==> src/rtl/lpm_pkg.sv <==
package lpm_pkg;

   typedef enum logic [2:0] {
      PM_RUN    = 3'd0,
      PM_IDLE   = 3'd1,
      PM_RSTWIN = 3'd2,
      PM_PDOWN  = 3'd3,
      PM_WAKE   = 3'd4,
      PM_RESET  = 3'd5
   } pm_state_e;

   // counter width able to hold values 0 .. n-1
   function automatic int unsigned cnt_w(input int unsigned n);
      return (n < 2) ? 1 : $clog2(n);
   endfunction

endpackage

==> src/rtl/lpm_sync.sv <==
module lpm_sync #(
   parameter int STAGES = 2
) (
   input  logic clk,
   input  logic rst_n,
   input  logic d,
   output logic q
);
   logic [STAGES-1:0] chain;

   generate
      if (STAGES == 1) begin : g_single
         always_ff @(posedge clk or negedge rst_n) begin
            if (!rst_n) chain <= '0;
            else        chain <= d;
         end
      end else begin : g_multi
         always_ff @(posedge clk or negedge rst_n) begin
            if (!rst_n) chain <= '0;
            else        chain <= {chain[STAGES-2:0], d};
         end
      end
   endgenerate

   assign q = chain[STAGES-1];
endmodule

==> src/rtl/lpm_win_cnt.sv <==
module lpm_win_cnt #(
   parameter int LIMIT = 24
) (
   input  logic clk,
   input  logic rst_n,
   input  logic run,
   output logic done
);
   localparam int W = lpm_pkg::cnt_w(LIMIT);
   localparam logic [W-1:0] LAST = W'(LIMIT - 1);

   logic [W-1:0] cnt;

   // counts consecutive cycles with run high; any gap restarts it
   always_ff @(posedge clk or negedge rst_n) begin
      if (!rst_n)          cnt <= '0;
      else if (!run)       cnt <= '0;
      else if (cnt != LAST) cnt <= cnt + 1'b1;
   end

   assign done = run && (cnt == LAST);
endmodule

==> src/rtl/lpm_fsm.sv <==
module lpm_fsm
   import lpm_pkg::*;
(
   input  logic      clk,
   input  logic      rst_n,
   input  logic      req_idle,
   input  logic      req_pdown,
   input  logic      irq_hit,
   input  logic      pin_s,
   input  logic      qual_done,
   input  logic      wake_done,
   output pm_state_e state,
   output logic      idle_flag,
   output logic      pdown_flag
);
   pm_state_e nxt;

   always_comb begin
      nxt = state;
      case (state)
         PM_RUN: begin
            if (qual_done)      nxt = PM_RESET;
            else if (req_pdown) nxt = PM_PDOWN;   // power-down has priority
            else if (req_idle)  nxt = PM_IDLE;
         end
         PM_IDLE: begin
            if (qual_done)      nxt = PM_RESET;
            else if (pin_s)     nxt = PM_RSTWIN;
            else if (irq_hit)   nxt = PM_RUN;
         end
         PM_RSTWIN: begin
            if (qual_done)      nxt = PM_RESET;
            else if (!pin_s)    nxt = PM_RUN;
         end
         PM_PDOWN: begin
            if (pin_s)          nxt = PM_WAKE;
         end
         PM_WAKE: begin
            if (wake_done)      nxt = PM_RESET;
         end
         PM_RESET: begin
            if (!pin_s)         nxt = PM_RUN;
         end
         default:               nxt = PM_RESET;
      endcase
   end

   always_ff @(posedge clk or negedge rst_n) begin
      if (!rst_n) begin
         state      <= PM_RUN;
         idle_flag  <= 1'b0;
         pdown_flag <= 1'b0;
      end else begin
         state      <= nxt;
         idle_flag  <= (nxt == PM_IDLE);
         pdown_flag <= (nxt == PM_PDOWN);
      end
   end
endmodule

==> src/rtl/lpm_out_dec.sv <==
module lpm_out_dec
   import lpm_pkg::*;
(
   input  pm_state_e state,
   output logic      cpu_clk_en,
   output logic      per_clk_en,
   output logic      osc_en,
   output logic      int_rst,
   output logic      ram_hold,
   output logic      ram_wr_block,
   output logic      qual_active,
   output logic      waking
);
   always_comb begin
      cpu_clk_en   = 1'b0;
      per_clk_en   = 1'b0;
      osc_en       = 1'b1;
      int_rst      = 1'b0;
      ram_hold     = 1'b0;
      ram_wr_block = 1'b0;
      qual_active  = 1'b0;
      waking       = 1'b0;
      case (state)
         PM_RUN: begin
            cpu_clk_en  = 1'b1;
            per_clk_en  = 1'b1;
            qual_active = 1'b1;
         end
         PM_IDLE: begin
            per_clk_en  = 1'b1;
            qual_active = 1'b1;
         end
         PM_RSTWIN: begin
            cpu_clk_en   = 1'b1;
            per_clk_en   = 1'b1;
            ram_wr_block = 1'b1;
            qual_active  = 1'b1;
         end
         PM_PDOWN: begin
            osc_en       = 1'b0;
            ram_hold     = 1'b1;
            ram_wr_block = 1'b1;
         end
         PM_WAKE: begin
            int_rst      = 1'b1;
            ram_hold     = 1'b1;
            ram_wr_block = 1'b1;
            waking       = 1'b1;
         end
         default: begin
            int_rst      = 1'b1;
            ram_hold     = 1'b1;
            ram_wr_block = 1'b1;
         end
      endcase
   end
endmodule

==> src/rtl/lpm_power_ctrl.sv <==
module lpm_power_ctrl
   import lpm_pkg::*;
#(
   parameter int OSC_PER_MC  = 12,
   parameter int RST_QUAL_MC = 2,
   parameter int SYNC_STAGES = 2,
   parameter int STARTUP_CYC = 64,
   parameter int NUM_IRQ     = 5
) (
   input  logic               clk_osc,
   input  logic               rst_n,
   input  logic               hw_rst_pin,
   input  logic               req_idle,
   input  logic               req_pdown,
   input  logic [NUM_IRQ-1:0] irq_pend,
   input  logic [NUM_IRQ-1:0] irq_en,
   output logic               cpu_clk_en,
   output logic               per_clk_en,
   output logic               osc_en,
   output logic               int_rst,
   output logic               ram_hold,
   output logic               ram_wr_block,
   output logic               idle_flag,
   output logic               pdown_flag
);
   localparam int QUAL = OSC_PER_MC * RST_QUAL_MC;

   generate
      if (OSC_PER_MC < 1)  begin : g_bad_mc    $error("OSC_PER_MC must be >= 1");  end
      if (RST_QUAL_MC < 1) begin : g_bad_qual  $error("RST_QUAL_MC must be >= 1"); end
      if (SYNC_STAGES < 1) begin : g_bad_sync  $error("SYNC_STAGES must be >= 1"); end
      if (STARTUP_CYC < 1) begin : g_bad_start $error("STARTUP_CYC must be >= 1"); end
      if (NUM_IRQ < 1)     begin : g_bad_irq   $error("NUM_IRQ must be >= 1");     end
   endgenerate

   pm_state_e state;
   logic      pin_s;
   logic      irq_hit;
   logic      qual_active;
   logic      waking;
   logic      qual_done;
   logic      wake_done;

   assign irq_hit = |(irq_pend & irq_en);

   lpm_sync #(.STAGES(SYNC_STAGES)) u_pin_sync (
      .clk   (clk_osc),
      .rst_n (rst_n),
      .d     (hw_rst_pin),
      .q     (pin_s)
   );

   lpm_win_cnt #(.LIMIT(QUAL)) u_qual_cnt (
      .clk   (clk_osc),
      .rst_n (rst_n),
      .run   (pin_s && qual_active),
      .done  (qual_done)
   );

   lpm_win_cnt #(.LIMIT(STARTUP_CYC)) u_start_cnt (
      .clk   (clk_osc),
      .rst_n (rst_n),
      .run   (waking),
      .done  (wake_done)
   );

   lpm_fsm u_fsm (
      .clk        (clk_osc),
      .rst_n      (rst_n),
      .req_idle   (req_idle),
      .req_pdown  (req_pdown),
      .irq_hit    (irq_hit),
      .pin_s      (pin_s),
      .qual_done  (qual_done),
      .wake_done  (wake_done),
      .state      (state),
      .idle_flag  (idle_flag),
      .pdown_flag (pdown_flag)
   );

   lpm_out_dec u_dec (
      .state        (state),
      .cpu_clk_en   (cpu_clk_en),
      .per_clk_en   (per_clk_en),
      .osc_en       (osc_en),
      .int_rst      (int_rst),
      .ram_hold     (ram_hold),
      .ram_wr_block (ram_wr_block),
      .qual_active  (qual_active),
      .waking       (waking)
   );
endmodule

==> config.mk <==
export PLATFORM = sky130hd
export DESIGN_NAME = lpm_power_ctrl
export DESIGN_NICKNAME = d
export VERILOG_FILES = /design/src/rtl/lpm_pkg.sv /design/src/rtl/lpm_sync.sv /design/src/rtl/lpm_win_cnt.sv /design/src/rtl/lpm_fsm.sv /design/src/rtl/lpm_out_dec.sv /design/src/rtl/lpm_power_ctrl.sv
export SDC_FILE = /design/constraint.sdc
export NUM_CORES = 1
export LEC_CHECK = 0
export BUFFER_PORTS_ARGS = -buffer_cell sky130_fd_sc_hd__buf_2
export CAP_MARGIN = 5
export CORE_UTILIZATION = 50
export DETAILED_ROUTE_END_ITERATION = 6
export GPL_TIMING_DRIVEN = 0
export PLACE_DENSITY = 0.72
export SLEW_MARGIN = 20
export SYNTH_ARGS = -nofsm -noshare
export SYNTH_HDL_FRONTEND = slang
export SYNTH_SLANG_ARGS = --single-unit
==> constraint.sdc <==
create_clock -name clk_osc -period 2.4 [get_ports clk_osc]
set_input_delay 0.12 -clock clk_osc [delete_from_list [all_inputs] [get_ports clk_osc]]
set_output_delay 0.12 -clock clk_osc [all_outputs]
set_load 0.01 [all_outputs]
==> results of run 1 <==
metal layers:
layer / vias to the layer above / wire (um) / track usage [%]
met5: - / 0 / 0
met4: 0 / 13 / 9.09
met3: 2 / 80 / 3.60
met2: 23 / 726 / 29.3
met1: 346 / 840 / 24.4
li1: 401 / - / -
sequential cells by signal, summed over array words and instances (netlist names):
| name | count |
|---|---|
| u_qual_cnt.cnt | 5 |
| u_pin_sync.chain | 2 |
| u_start_cnt.cnt | 6 |
| u_fsm.state | 3 |
| u_fsm.pdown_flag | 1 |
| u_fsm.idle_flag | 1 |
Yosys cell counts:
| master | count |
|---|---|
| dfrtp_1 | 18 |
| nor2_1 | 11 |
| nand3_1 | 7 |
| a31oi_1 | 4 |
| inv_1 | 4 |
| nand2_1 | 4 |
| nor3_1 | 4 |
| a22oi_1 | 3 |
| buf_2 | 3 |
| nand4_1 | 3 |
| xor2_1 | 3 |
| a21o_1 | 2 |
| a311oi_1 | 2 |
| and3_1 | 2 |
| clkbuf_1 | 2 |
| ha_1 | 2 |
| mux2i_1 | 2 |
| o211ai_1 | 2 |
| o21a_1 | 2 |
| o21ai_0 | 2 |
| xnor2_1 | 2 |
| a2111o_1 | 1 |
| a21oi_2 | 1 |
| and2_0 | 1 |
| and2_1 | 1 |
| and3b_1 | 1 |
| and4b_1 | 1 |
| buf_6 | 1 |
| nand2b_1 | 1 |
| nor2b_1 | 1 |
| nor3b_1 | 1 |
| o21bai_1 | 1 |
| or2_1 | 1 |
kinds of logic after synthesis:
logic type / Yosys count / synth area share (%)
simple gates: 39 / 21.4
compound gates: 20 / 15.8
flops: 18 / 48.1
buf+inv: 10 / 5.21
xor+xnor: 5 / 4.68
mux: 2 / 2.14
fa+ha+maj: 2 / 2.67
metrics by stage:
step	util, %	total power [uW]	worst slack, ns	cell area, um^2
after global routing	64.9	1070	0.543	1130
after CTS	64.9	1000	0.641	1130
after floorplan	-	683	0.738	936
final	64.9	982	0.644	1130
after detailed placement	61.7	814	0.658	1080
after global placement	61.7	802	0.664	1080
critical path: cells and delay by family (launching register included):
kind            cells  cell delay (ns)
flops               1             0.41
compound gates      2             0.40
simple gates        2             0.35
fa+ha+maj           1             0.25
buf+inv             2             0.21
timing repair:
action                                  4_1_cts  5_1_grt
hold endpoints to repair                     19        0
hold buffers                                  2        0
endpoints found under the setup margin        0        0
power by group through the flow:
stage,Sequential [uW],Clock (uW),Combinational [uW]
finish,385,177,420
floorplan,394,0,289
CTS,386,190,426
global route,391,198,477
global placement,390,0,412
detailed placement,392,0,421
cell type report:
| cell class | instances | share of cell area, % |
|---|---|---|
| Buffer | 6 | 2.98 |
| Clock buffer | 4 | 3.20 |
| Inverter | 4 | 1.32 |
| Multi-Input combinational cell | 68 | 38.5 |
| Sequential cell | 18 | 39.7 |
| Tap cell | 25 | 2.76 |
| Timing Repair Buffer | 24 | 11.5 |
path summary, 6_finish.rpt:
check,to,slack (ns)
setup / recovery,u_fsm.idle_flag,0.64
hold / removal,u_fsm.state[2],0.28
setup reg to reg,u_fsm.idle_flag,0.64
hold reg to reg,u_pin_sync.chain[1],0.37
max in group asynchronous,u_qual_cnt.cnt[0],1.84
min in group clk_osc,u_fsm.state[0],0.30
==> reports/qor.yml, run 1 <==
place_inst: 143
viasPerCell: 5.18
die-width_um: 45.3
yosysTopAreaCellShare_pct: 48.1
synth_fp_nets: 113
ant_nets: 0
finalSetupViolCount: 0
cts_max_level: 1
final_cell_mix: "buf_2 (25), dfrtp_1 (18), nor2_1 (11), nand3_1 (7)"
drive_above_1_share_pct: 25.0
cp_max_fo: 8
mostFrequentLayoutCell: "buf_2"
num_rows: 15
setup.worst_path.start: "u_qual_cnt.cnt[0]"
yosys_warnings: 0
rsz0062_at_grt: "no"
worst_path_max_delay_cell: "dfrtp_1"
slew_violations: 0
fill_cells: 162
portBuffers: 22
io_pins: 23
drt-total-wl_um: 1660
cts_buffers: 3
worstSetupPathType: "flip-flop to flip-flop"
cts_resized: 0
nets: 142
fin_tns_setup_ns: 0
dr.pass1.iters: 4
grt_pass1_wl_um: 2670
peakVddDrop_mv: 0.515
grt_pass1_vias: 642
place_hpwl_um: 1270
pwr-share-clk_pct: 18.0
synth-seq-cells: 18
rr_startpoint: "u_qual_cnt.cnt[0]"
fin_cells: 149
antenna_found_initial: 0
arrival_ns: 1.90
worstMarginPinSlew_ns: 0.439
cts_root_buffer: "clkbuf_4"
clock_path_buffers: 2
synth_area_leader_cell: "dfrtp_1"
synth_cells: 96
synth_area_leaders: "dfrtp_1 (48%), nor2_1 (4.4%), nand3_1 (3.7%)"
die_y_um: 45.3
ys_types: 33
r2r_cells: 7
drv_cap: 0
post_cts_buffers: 0
fin_crit_ns: 1.76
skew_ns: 0.00158
path_cells: "ha_1 -> and4b_1 -> buf_6 -> and2_0 -> a2111o_1 -> inv_1 -> a311oi_1"
regArea_um2: 450
syn_area_per_cell_um2: 9.75
grt_start_max_net_pins: 19
swShare_pct: 36.6
critPathMaxStageDelay_ns: 0.41
path_clk_slew_ns: 0.09
cts_tree: "done"
drt_iter0_markers: 15
insertedDiodeCount: 0
power.leakage_uw: 0.000554
num_vias: 772
overflow: 0
relSlewSlack_pct: 70.5
gp_congestion: 0.802
ys_seq_area_share_pct: 48.1
switching_power_uw: 359
power_frac_comb_pct: 42.8
wire_per_inst_um: 11.1
drc: 0
syn_area_um2: 936
hold_slack_ns: 0.280
multi_input_area_um2: 437
hold_violations: 0
startpoint_type: "flip-flop"
internal-power_uw: 623
hp-class: "primary input to async pin"
end_kind: "flip-flop"
start_util_pct: 53.6
p_per_area_nw_per_um2: 867
seq_power_share_pct: 39.2
cp_data_required_time_ns: 2.55
clock_latency_ns: 0.28
design.die.area_um2: 2050
core_um2: 1750
status: "finished clean"
cts_sinks: 18
grt_usage_pct: 18.6
area_growth_pct: 21.1
period_share_pct: 73.2
fmax_mhz: 570
Power figures use the tool's default switching activity.
==> run 2: changes to the inputs <==
--- a/config.mk
+++ b/config.mk
@@ -7,10 +7,10 @@
 export LEC_CHECK = 0
 export BUFFER_PORTS_ARGS = -buffer_cell sky130_fd_sc_hd__buf_2
 export CAP_MARGIN = 5
-export CORE_UTILIZATION = 50
+export CORE_UTILIZATION = 46
 export DETAILED_ROUTE_END_ITERATION = 6
 export GPL_TIMING_DRIVEN = 0
-export PLACE_DENSITY = 0.72
+export PLACE_DENSITY = 0.69
 export SLEW_MARGIN = 20
 export SYNTH_ARGS = -nofsm -noshare
 export SYNTH_HDL_FRONTEND = slang
==> constraint.sdc (replaced) <==
create_clock -name clk_osc -period 1.44 [get_ports clk_osc]
set_input_delay 0.072 -clock clk_osc [delete_from_list [all_inputs] [get_ports clk_osc]]
set_output_delay 0.072 -clock clk_osc [all_outputs]
set_load 0.01 [all_outputs]
==> reports/qor.yml, run 2 (synthesis gave the netlist of run 1 again) <==
period_share_pct: 115  # +42 points
design.die.area_um2: 2220  # +8.3%
arrival_ns: 1.83  # -0.07 ns
area_growth_pct: 29.8
end_kind: "flip-flop"
start_util_pct: 51.4  # -2.2 points
hp-class: "primary input to async pin"
worstMarginPinSlew_ns: 0.385  # -0.0543 ns
cts_max_level: 1  # unchanged
r2r_cells: 6  # -1
p_per_area_nw_per_um2: 1420  # +64%
hold_violations: 0  # unchanged
num_vias: 837  # +8.4%
drive_above_1_share_pct: 36.4  # +11 points
cts_tree: "done"
worst_path_max_delay_cell: "dfrtp_1"
die-width_um: 47.1  # +4.1%
fill_cells: 167  # +3.1%
core_um2: 1820  # +4.3%
dp_slack_ns: -0.254  # -0.913 ns
dr.pass1.iters: 4  # unchanged
ant_nets: 0  # unchanged
largest_reg_flops: 6  # unchanged
drt_iter0_markers: 7  # -8
peakVddDrop_mv: 0.683  # +33%
setup_ws_ns: -0.222  # -0.866 ns
seq_power_share_pct: 37.3  # -1.9 points
skew_ns: 0.000661  # -0.000915 ns
reg.largest.list: "u_start_cnt.cnt: 6 flops, u_qual_cnt.cnt: 5 flops, u_fsm.state: 3 flops"
grt_pass1_wl_um: 3080  # +15%
path_cells: "ha_2 -> and4b_2 -> and2_4 -> a2111o_1 -> inv_1 -> a311oi_1"
status: "finished, violations left"
cts_root_buffer: "clkbuf_4"
power_frac_comb_pct: 48.6  # +5.8 points
startpoint_type: "flip-flop"
wire_per_inst_um: 12.3  # +10%
overflow: 0  # unchanged
grt_usage_pct: 20.4  # +1.8 points
drc: 0  # unchanged
largest-register: "u_start_cnt.cnt"
fmax_mhz: 602  # +5.6%
portBuffers: 22  # unchanged
num_rows: 15  # unchanged
r2r-end: "u_fsm.idle_flag"
fin_cells: 154  # +3.4%
pwr-share-clk_pct: 14.1  # -3.9 points
clock_latency_ns: 0.29  # about the same
cts_buffers: 3  # unchanged
internal-power_uw: 1060  # +70%
cp_max_fo: 3  # -5
rsz0062_at_grt: "yes"
viasPerCell: 5.44  # +4.9%
slew_violations: 0  # unchanged
rrSetupSlack_ns: -0.22  # -0.87 ns
cts_sinks: 18  # unchanged
drv_cap: 0  # unchanged
insertedDiodeCount: 0  # unchanged
antenna_found_initial: 0  # unchanged
nets: 148  # +4.2%
die_y_um: 47.1  # +4.1%
finalSetupViolCount: 5  # +5
worstSetupPathType: "flip-flop to flip-flop"
cp_data_required_time_ns: 1.60  # -0.95 ns
final_cell_mix: "buf_2 (25), dfrtp_1 (18), nor2_1 (11), nand3_1 (6), buf_4 (6)"
place_inst: 143  # unchanged
mostFrequentLayoutCell: "buf_2"
gp_congestion: 0.801  # about the same
drt-total-wl_um: 1890  # +14%
rr_startpoint: "u_qual_cnt.cnt[1]"
path_clk_slew_ns: 0.09  # about the same
clock_path_buffers: 2  # unchanged
cp_top_family: "compound AO/OA/AOI/OAI gates"
switching_power_uw: 669  # +86%
power.leakage_uw: 0.000584  # +5.5%
cp.buffers_inverters: 1  # -1
swShare_pct: 38.7  # +2.2 points
io_pins: 23  # unchanged
critPathMaxStageDelay_ns: 0.40  # about the same
violations: "negative setup slack"
fin_crit_ns: 1.66  # -0.0936 ns
relSlewSlack_pct: 74.3  # +3.8 points
place_hpwl_um: 1330  # +4.5%
grt_start_max_net_pins: 19  # unchanged
grt_pass1_vias: 757  # +18%
run 2: changes by cell type in the layout (fill, tap and decap cells not counted), sizes merged:
| cell | delta |
|---|---|
| clkbuf | -1 |
| buf | +6 |
run 2: worst max path at each step:
stage,startpoint,slack (ns),depth (start not counted),end
final,u_qual_cnt.cnt[1],-0.22,6,u_fsm.idle_flag
after global routing,u_qual_cnt.cnt[0],-0.27,6,u_fsm.idle_flag
after CTS,u_qual_cnt.cnt[0],-0.21,7,u_fsm.idle_flag
after detailed placement,u_qual_cnt.cnt[0],-0.25,7,u_fsm.idle_flag
after global placement,u_qual_cnt.cnt[0],-0.24,7,u_fsm.idle_flag
after floorplan,u_qual_cnt.cnt[0],-0.18,7,u_fsm.idle_flag
run 2: power groups by stage:
stage	clock [uW]	sequential, uW	combinational (uW)
after floorplan	0	658	482
after global placement	0	652	693
after detailed placement	0	658	704
after CTS	252	639	778
after global routing	269	653	941
final	244	644	840
run 2: timing repair:
item / 4_1_cts / 5_1_grt
endpoints found under the hold margin: 19 / 0
cloned: 0 / 0
resized for setup: 4 / 8
setup buffers: 5 / 2
hold buffers: 2 / 0
pin swaps: 4 / 7
endpoints found under the setup margin: 5 / 8
run 2: cell type report:
| class | count | area, um^2 | share of cell area, % |
|---|---|---|---|
| clock buffers | 3 | 22.5 | 1.85 |
| inverters | 4 | 15.0 | 1.24 |
| plain buffers | 5 | 23.8 | 1.96 |
| well taps | 25 | 31.3 | 2.57 |
| repair buffers | 31 | 195 | 16.1 |
| multi-input cells | 68 | 477 | 39.2 |
| flip-flops and latches | 18 | 450 | 37.1 |
run 2: metal layers:
metal  GRT usage (%)  vias up  routed length [um]
met5               0        -                   0
met4            13.1        0                  38
met3            2.69        4                  85
met2            34.4       28                 918
met1            24.3      394                 851
li1                -      411                   -
run 2: metrics by stage:
| stage | util, % | TNS [ns] | area (um^2) | hold WS [ns] | total power (uW) |
|---|---|---|---|---|---|
| 6_report | 66.7 | -0.540 | 1210 | 0.218 | 1730 |
| 3_3_place_gp | 59.3 | -0.648 | 1080 | 0.0149 | 1340 |
| 2_1_floorplan | - | -0.370 | 938 | -0.224 | 1140 |
| 4_1_cts | 65.2 | -0.511 | 1190 | 0.230 | 1670 |
| 5_1_grt | 66.7 | -0.893 | 1210 | 0.271 | 1860 |
| 3_5_place_dp | 59.3 | -0.707 | 1080 | 0.0209 | 1360 |
==> run 3: changes to the inputs <==
--- a/config.mk
+++ b/config.mk
@@ -7,10 +7,11 @@
 export LEC_CHECK = 0
 export BUFFER_PORTS_ARGS = -buffer_cell sky130_fd_sc_hd__buf_2
 export CAP_MARGIN = 5
-export CORE_UTILIZATION = 46
+export CORE_ASPECT_RATIO = 0.7
+export CORE_UTILIZATION = 25
 export DETAILED_ROUTE_END_ITERATION = 6
 export GPL_TIMING_DRIVEN = 0
-export PLACE_DENSITY = 0.69
+export PLACE_DENSITY = 0.4
 export SLEW_MARGIN = 20
 export SYNTH_ARGS = -nofsm -noshare
 export SYNTH_HDL_FRONTEND = slang
==> constraint.sdc (replaced) <==
create_clock -name clk_osc -period 1.6 [get_ports clk_osc]
set_input_delay 0.08 -clock clk_osc [delete_from_list [all_inputs] [get_ports clk_osc]]
set_output_delay 0.08 -clock clk_osc [all_outputs]
set_load 0.01 [all_outputs]
==> reports/qor.yml, run 3 (synthesis gave the netlist of run 1 again) <==
fmax_mhz: 602  # about the same
period_share_pct: 104  # -12 points
num_vias: 804  # -3.9%
worstMarginPinSlew_ns: 0.413  # +0.0285 ns
clock_path_buffers: 2  # unchanged
dpl_cell_area_um2: 1110  # +2.9%
startpoint_type: "flip-flop"
drt_iter0_markers: 39  # +32
dp_slack_ns: -0.126  # +0.128 ns
worstSetupPathType: "flip-flop to flip-flop"
peakVddDrop_mv: 0.369  # -46%
reg.largest.list: "u_start_cnt.cnt: 6 flops, u_qual_cnt.cnt: 5 flops, u_fsm.state: 3 flops"
slew_violations: 0  # unchanged
setup_ws_ns: -0.0619  # +0.160 ns
top_layer: "met4"
hold_violations: 0  # unchanged
place_inst: 168  # +17%
regArea_um2: 450  # unchanged
fill_cells: 390  # +130%
routed-wl-met2_um: 968  # +5.4%
end_kind: "flip-flop"
wl_met3_um: 62  # -27%
die_y_um: 53.2  # +13%
cts_sinks: 18  # unchanged
viasPerCell: 4.42  # -19%
drive_above_1_share_pct: 31.8  # -4.6 points
swShare_pct: 35.5  # -3.2 points
largest-register: "u_start_cnt.cnt"
hp-class: "primary input to async pin"
wire_per_inst_um: 11.5  # -6.2%
drv_cap: 0  # unchanged
gp_congestion: 0.714  # -11%
seq_power_share_pct: 34.2  # -3.1 points
io_pins: 23  # unchanged
die-width_um: 75.1  # +59%
power_frac_comb_pct: 43.9  # -4.7 points
final_cell_mix: "buf_2 (25), dfrtp_1 (18), nor2_1 (11), buf_4 (9), nand3_1 (7)"
cp_max_fo: 5  # +2
ant_nets: 0  # unchanged
wl_met1_um: 1060  # +25%
grt_usage_pct: 12.3  # -8.1 points
switching_power_uw: 599  # -10%
violations: "negative setup slack"
grt_pass1_vias: 756  # -0.13%
power.leakage_uw: 0.000602  # +3.1%
cts_max_level: 1  # unchanged
cts_root_buffer: "clkbuf_8"
overflow: 0  # unchanged
p_per_area_nw_per_um2: 1350  # -4.9%
drc: 0  # unchanged
fin_tns_setup_ns: -0.150  # +0.390 ns
relSlewSlack_pct: 72.4  # -1.9 points
r2r_cells: 6  # unchanged
fin_cells: 182  # +18%
rsz0062_at_grt: "yes"
place_hpwl_um: 1490  # +12%
nets: 150  # +1.4%
finalSetupViolCount: 3  # -2
dr.pass1.iters: 4  # unchanged
multi_input_area_um2: 443  # -7.1%
status: "finished, violations left"
antenna_found_initial: 0  # unchanged
path_clk_slew_ns: 0.07  # -0.02 ns
insertedDiodeCount: 0  # unchanged
portBuffers: 22  # unchanged
drt-total-wl_um: 2100  # +11%
fin_crit_ns: 1.66  # -0.000300 ns
grt_pass1_wl_um: 3590  # +17%
core_um2: 3560  # +95%
mostFrequentLayoutCell: "buf_2"
grt_start_max_net_pins: 19  # unchanged
area_growth_pct: 33.2
start_util_pct: 26.3  # -25 points
arrival_ns: 1.78  # -0.05 ns
num_rows: 18  # +3
internal-power_uw: 1090  # +2.7%
cts_buffers: 3  # unchanged
cts_tree: "done"
design.die.area_um2: 4000  # +80%
skew_ns: 0.00595  # +0.00529 ns
cp_data_required_time_ns: 1.72  # +0.12 ns
largest_reg_flops: 6  # unchanged
pwr-share-clk_pct: 21.8  # +7.7 points
clock_latency_ns: 0.25  # -0.04 ns
fin_area_um2: 1250  # +2.6%
-- run 3: routing by layer --
layer	up-vias	global-route usage (%)
li1	414	-
met1	377	16.5
met2	11	19.7
met3	2	4.00
met4	0	1.85
met5	-	0
-- run 3: what timing repair did --
| action | CTS | global route |
|---|---|---|
| pin swaps | 1 | 3 |
| setup endpoints to repair | 3 | 3 |
| cloned | 0 | 0 |
| resized for setup | 1 | 1 |
| hold buffers | 2 | 0 |
| buffers inserted | 7 | 2 |
| endpoints found under the hold margin | 19 | 0 |
-- run 3: critical path, cell delays in order, from the launching register on --
cell	delay, ns
dfrtp_1	0.39
ha_2	0.20
and4b_2	0.26
and2_4	0.14
a2111o_1	0.40
inv_1	0.09
a311oi_1	0.05
-- run 3: worst paths after layout --
kind	to	slack (ns)	start
worst max-delay path	u_fsm.idle_flag	-0.06	u_qual_cnt.cnt[1]
worst min-delay path	u_fsm.idle_flag	0.28	rst_n
worst max register to register	u_fsm.idle_flag	-0.06	u_qual_cnt.cnt[1]
worst min register to register	u_pin_sync.chain[1]	0.36	u_pin_sync.chain[0]
max in group asynchronous	u_start_cnt.cnt[0]	1.02	rst_n
min in group clk_osc	u_fsm.state[0]	0.28	req_idle
-- run 3: metrics by stage --
stage | utilization [%] | hold slack (ns) | power (uW)
global route | 35.0 | 0.301 | 1830
global placement | 31.2 | 0.0438 | 1250
finish | 35.0 | 0.277 | 1690
floorplan | - | -0.216 | 1030
detailed placement | 31.2 | 0.0424 | 1240
CTS | 34.9 | 0.276 | 1690
-- run 3: final cells by class --
class / instances / share of cell area, %
tap: 50 / 5.02
sequential: 18 / 36.1
inverter: 4 / 1.20
multi-input combinational: 68 / 35.5
buffer: 5 / 1.81
timing repair buffer: 33 / 15.9
clock buffer: 4 / 4.42
-- run 3: power groups by stage --
stage	Sequential, uW	Clock (uW)	Combinational, uW
2_1_floorplan	592	0	434
3_3_place_gp	593	0	655
3_5_place_dp	591	0	649
4_1_cts	576	388	728
5_1_grt	587	414	832
6_report	577	368	740
